### config.mk
export PLATFORM = sky130hd
export DESIGN_NAME = csr_status_reg
export DESIGN_NICKNAME = d
export VERILOG_FILES = /design/src/rtl/csr_pkg.sv /design/src/rtl/csr_cell_rdclr.sv /design/src/rtl/csr_cell_cmdclr.sv /design/src/rtl/csr_live_pack.sv /design/src/rtl/csr_status_reg.sv
export SDC_FILE = /design/constraint.sdc
export NUM_CORES = 1
export LEC_CHECK = 0
export BUFFER_PORTS_ARGS = -buffer_cell sky130_fd_sc_hd__buf_4
export CORE_AREA = 2 2 66 68
export CTS_CLUSTER_SIZE = 16
export DETAILED_ROUTE_END_ITERATION = 6
export DIE_AREA = 0 0 68 70
export PLACE_DENSITY = 0.75
export SLEW_MARGIN = 20
export SYNTH_ARGS = -nofsm -noshare
export SYNTH_HDL_FRONTEND = slang
export SYNTH_SLANG_ARGS = --single-unit
export TNS_END_PERCENT = 30
### constraint.sdc
create_clock -name clk -period 0.9 [get_ports clk]
set_input_delay 0.09 -clock clk [delete_from_list [all_inputs] [get_ports clk]]
set_output_delay 0.09 -clock clk [all_outputs]
set_load 0.02 [all_outputs]
### src/rtl/csr_pkg.sv
package csr_pkg;
  localparam int WORD_W    = 32;
  localparam int STATE_W   = 4;
  localparam int STATE_LSB = 9;
  localparam int LOCK_POS  = 25;
  localparam int ECC_POS   = 14;
  localparam int RDY_POS   = 8;

  // bits cleared when reported in a response
  localparam logic [WORD_W-1:0] MASK_RD_CLR  = 32'hFD3F_A020;
  // bits cleared by the valid command following their report
  localparam logic [WORD_W-1:0] MASK_CMD_CLR = 32'h00C0_0000;
  localparam logic [WORD_W-1:0] MASK_STICKY  = MASK_RD_CLR | MASK_CMD_CLR;

  typedef enum logic [1:0] {
    CLS_NONE   = 2'd0,
    CLS_RD_CLR = 2'd1,
    CLS_CMD    = 2'd2
  } clr_class_e;

  function automatic clr_class_e class_of(input int pos);
    if (MASK_RD_CLR[pos])       return CLS_RD_CLR;
    else if (MASK_CMD_CLR[pos]) return CLS_CMD;
    else                        return CLS_NONE;
  endfunction
endpackage

### src/rtl/csr_cell_rdclr.sv
module csr_cell_rdclr (
  input  logic clk,
  input  logic rst_n,
  input  logic set_i,
  input  logic rd_i,
  output logic q_o
);
  always_ff @(posedge clk or negedge rst_n) begin
    if (!rst_n)     q_o <= 1'b0;
    else if (set_i) q_o <= 1'b1;
    else if (rd_i)  q_o <= 1'b0;
  end
endmodule

### src/rtl/csr_cell_cmdclr.sv
module csr_cell_cmdclr (
  input  logic clk,
  input  logic rst_n,
  input  logic set_i,
  input  logic rd_i,
  input  logic cmd_i,
  output logic q_o
);
  logic reported;

  always_ff @(posedge clk or negedge rst_n) begin
    if (!rst_n) begin
      q_o      <= 1'b0;
      reported <= 1'b0;
    end else if (set_i) begin
      q_o      <= 1'b1;
      reported <= 1'b0;
    end else if (cmd_i && reported) begin
      q_o      <= 1'b0;
      reported <= 1'b0;
    end else if (rd_i && q_o) begin
      reported <= 1'b1;
    end
  end
endmodule

### src/rtl/csr_live_pack.sv
module csr_live_pack
  import csr_pkg::*;
(
  input  logic               locked_i,
  input  logic               ecc_off_i,
  input  logic               ready_i,
  input  logic [STATE_W-1:0] state_i,
  output logic [WORD_W-1:0]  live_o
);
  always_comb begin
    live_o = '0;
    live_o[LOCK_POS] = locked_i;
    live_o[ECC_POS]  = ecc_off_i;
    live_o[RDY_POS]  = ready_i;
    live_o[STATE_LSB +: STATE_W] = state_i;
  end
endmodule

### src/rtl/csr_status_reg.sv
module csr_status_reg
  import csr_pkg::*;
(
  input  logic                clk,
  input  logic                rst_n,
  input  logic [WORD_W-1:0]   evt_set,
  input  logic                rd_stb,
  input  logic                cmd_ok,
  input  logic                st_locked,
  input  logic                st_ecc_off,
  input  logic                st_ready,
  input  logic [STATE_W-1:0]  st_state,
  output logic [WORD_W-1:0]   snap_word,
  output logic                snap_vld
);
  logic [WORD_W-1:0] held;
  logic [WORD_W-1:0] live;
  logic              unused_evt;

  assign unused_evt = ^(evt_set & ~MASK_STICKY);

  for (genvar i = 0; i < WORD_W; i++) begin : g_bit
    if (class_of(i) == CLS_RD_CLR) begin : g_rd
      csr_cell_rdclr u_cell (
        .clk(clk), .rst_n(rst_n), .set_i(evt_set[i]), .rd_i(rd_stb),
        .q_o(held[i])
      );
    end else if (class_of(i) == CLS_CMD) begin : g_cmd
      csr_cell_cmdclr u_cell (
        .clk(clk), .rst_n(rst_n), .set_i(evt_set[i]), .rd_i(rd_stb),
        .cmd_i(cmd_ok), .q_o(held[i])
      );
    end else begin : g_none
      assign held[i] = 1'b0;
    end
  end

  csr_live_pack u_live (
    .locked_i(st_locked), .ecc_off_i(st_ecc_off), .ready_i(st_ready),
    .state_i(st_state), .live_o(live)
  );

  always_ff @(posedge clk or negedge rst_n) begin
    if (!rst_n) begin
      snap_word <= '0;
      snap_vld  <= 1'b0;
    end else if (rd_stb) begin
      snap_word <= held | live;
      snap_vld  <= 1'b1;
    end
  end
endmodule

==> flow_summary.json <==
{
  "worst-r2r-setup-slack_ns": -0.02,
  "grt_pass1_vias": 1233,
  "grt_antenna_before_repair": 0,
  "worst_hold_path.num_cells": 2,
  "count_of_cell_types_in_the_netlist": 16,
  "rsz0062_at_grt": "yes",
  "max_slew.worst_pin.slew_ns": 0.5495,
  "cp_cell_sequence": "buf_6",
  "clk_transition_reported_paths_ns": 0.08,
  "cp.depth": 1,
  "fp.coreArea_sq_mm": 0.004144,
  "net_count_of_the_finished_layout": 240,
  "crit_path_start": "snap_word[14]",
  "regToRegStartpoint": "snap_word[26]",
  "largest_clock_skew_in_the_final_design_ns": 0.003049,
  "synth_area_per_cell_sq_um": 15.67,
  "mappedNetlistArea_sq_mm": 0.001739,
  "path_class": "register to output pin",
  "critical_path.startpoint_type": "register",
  "postRouteWirelength_mm": 3.626,
  "post-route-min-period_ns": 0.9468,
  "postLayoutSetupSlackWorst_ns": -0.04680,
  "htree_levels": 2,
  "drt.antenna.violating_nets": 0,
  "seq_area_frac_synth_pct": 66.19,
  "most-common-layout-cells": "dfrtp_1, buf_4, buf_6",
  "drt_iter0_drc": 51,
  "timing.rr.end": "snap_word[26]",
  "post-route-period-util_pct": 105.2,
  "chipHeight_microns": 70,
  "critical_path.top_delay_family": "flip-flops",
  "grt_first_pass_wirelength_mm": 5.837,
  "largest_net_degree_at_the_start_of_global_routing": 47,
  "timing.critical_path.buf_inv": 1,
  "finalHoldViolCount": 0,
  "cts_buffers": 5,
  "end_kind": "output pin",
  "max-clock-path-buffers": 2,
  "classification_of_the_worst_slack_hold_path": "input port to register",
  "clk-insertion-delay-late_ns": 0.30,
  "drive_above_1_share_pct": 50.51,
  "synth-seq-cells": 46,
  "max_cap_viol_count": 0,
  "tritoncts": "yes",
  "via_per_inst": 4.672,
  "initial_core_util_pct": 41.97,
  "synth-warning-count": 0,
  "drcViolationCount": 0,
  "power_uw": 5199,
  "p_leak_uw": 0.001248,
  "place.gp.congestion": 0.6589,
  "power.density_mw_per_mm2": 1954,
  "violated_checks": "negative setup slack",
  "io-pin-count": 76,
  "post_synth_inst_count": 111,
  "finalSetupViolCount": 30,
  "route.detailed.wl_per_inst_microns": 14.50,
  "die_area_sq_mm": 0.004760,
  "area_overhead_vs_synth_pct": 52.95,
  "slew_viol_final": 0,
  "via_count": 1168,
  "pre_cts_slack_ns": -0.1523,
  "layout.core_utilization_pct": 64.19,
  "async_reset_ff_share_pct": 100.0,
  "fmax_mhz": 1056,
  "mostFrequentLayoutCell": "dfrtp_1",
  "number_of_buffer_cells_added_on_primary_ports": 54,
  "timing.reg2reg.worst_path_depth": 2,
  "relSlewSlack_pct": 63.37,
  "die_outline_width_microns": 68,
  "detailedRoute.firstPassIterationCount": 4,
  "finalSetupTns_ns": -0.5572,
  "worst_ep_arrival_time_ns": 0.86,
  "sinks_on_the_clock_net": 46,
  "global_route.usage.total_pct": 17.00,
  "vdd.ir_drop.worst_v": 0.001498,
  "globalRoute.totalOverflow": 0,
  "largest_stage_delay_worst_path_ns": 0.41,
  "dpl.hpwl_mm": 2.401,
  "critPathMaxFanout": 2,
  "cts.root.buffer_cell": "clkbuf_8",
  "run_status": "complete, but fails checks",
  "worstSetupEndpoint": "snap_word[14]",
  "worstPathRequired_ns": 0.81,
  "core.rowCount": 24,
  "synth_enable_flop_cells": 0,
  "ys_flop_type": "dfrtp_1",
  "cpMaxStageDelayCell": "dfrtp_1",
  "n_antenna_cell": 0
}
-- how the worst min path moves through the flow --
stage	start	endpoint	slack, ns
floorplan	rst_n	g_bit[13].g_rd.u_cell.q_o	-0.21
global placement	rst_n	snap_word[27]	0.10
detailed placement	rst_n	snap_word[27]	0.12
CTS	st_locked	snap_word[25]	0.02
global route	st_state[2]	snap_word[11]	0.02
finish	st_locked	snap_word[25]	0.02
-- synth_stat cells, types with 2 or more instances --
cell type | n | area [sq um]
dfrtp_1 | 46 | 1151
a21o_1 | 18 | 135.1
mux2_2 | 18 | 202.7
buf_4 | 8 | 60.06
mux2_4 | 7 | 105.1
buf_6 | 2 | 22.52
nand2_1 | 2 | 7.510
nor2_1 | 2 | 7.510
-- cells by family after synthesis --
logic type / synth area share, %
other: 0.2156
buffers and inverters: 5.251
AO/OA/AOI/OAI: 8.633
multiplexers: 17.70
AND/OR/NAND/NOR: 2.015
flip-flops: 66.19
-- worst register-to-register path: stages, from the launching register on --
cell,delay (ns)
dfrtp_1,0.40
buf_4,0.14
mux2_4,0.27
-- registers in the layout (all words and copies together), names as in the netlist --
signal / flops
g_bit.g_cmd.u_cell.reported: 2
snap_word: 25
g_bit.g_cmd.u_cell.q_o: 2
g_bit.g_rd.u_cell.q_o: 16
snap_vld: 1
-- metal layers --
layer / up-vias / track usage (%) / wire length (microns)
met1: 585 / 18.77 / 1335
met5: - / 0 / 0
met2: 35 / 29.67 / 2050
met4: 0 / 9.556 / 107
met3: 9 / 3.060 / 132
li1: 539 / - / -
-- power by group --
part | switching [uW] | internal [uW]
Combinational | 411 | 572
Sequential | 124 | 2250
Clock | 660 | 1180
Total | 1200 | 4000
-- through the flow --
step	std cells	area, sq um	hold slack, ns
global placement	212	2145	0.1037
global route	250	2660	0.01657
floorplan	117	1762	-0.2056
finish	250	2660	0.02248
detailed placement	212	2145	0.1176
CTS	248	2643	0.01830
-- repair_timing --
item	4_1_cts	5_1_grt
setup buffers	9	2
hold buffers	19	0
hold endpoints to repair	65	0
resized for setup	26	1
endpoints found under the setup margin	26	35
-- area by class of cell --
class                           count  area [sq um]
Clock buffer                        6         82.58
Sequential cell                    46          1151
Fill cell                         331          1484
Tap cell                           52         65.06
Multi-Input combinational cell     59         521.8
Timing Repair Buffer               84         775.7
Inverter                            1         3.754
Clock inverter                      2         60.06
No activity file was read; power rests on OpenSTA's default activity.
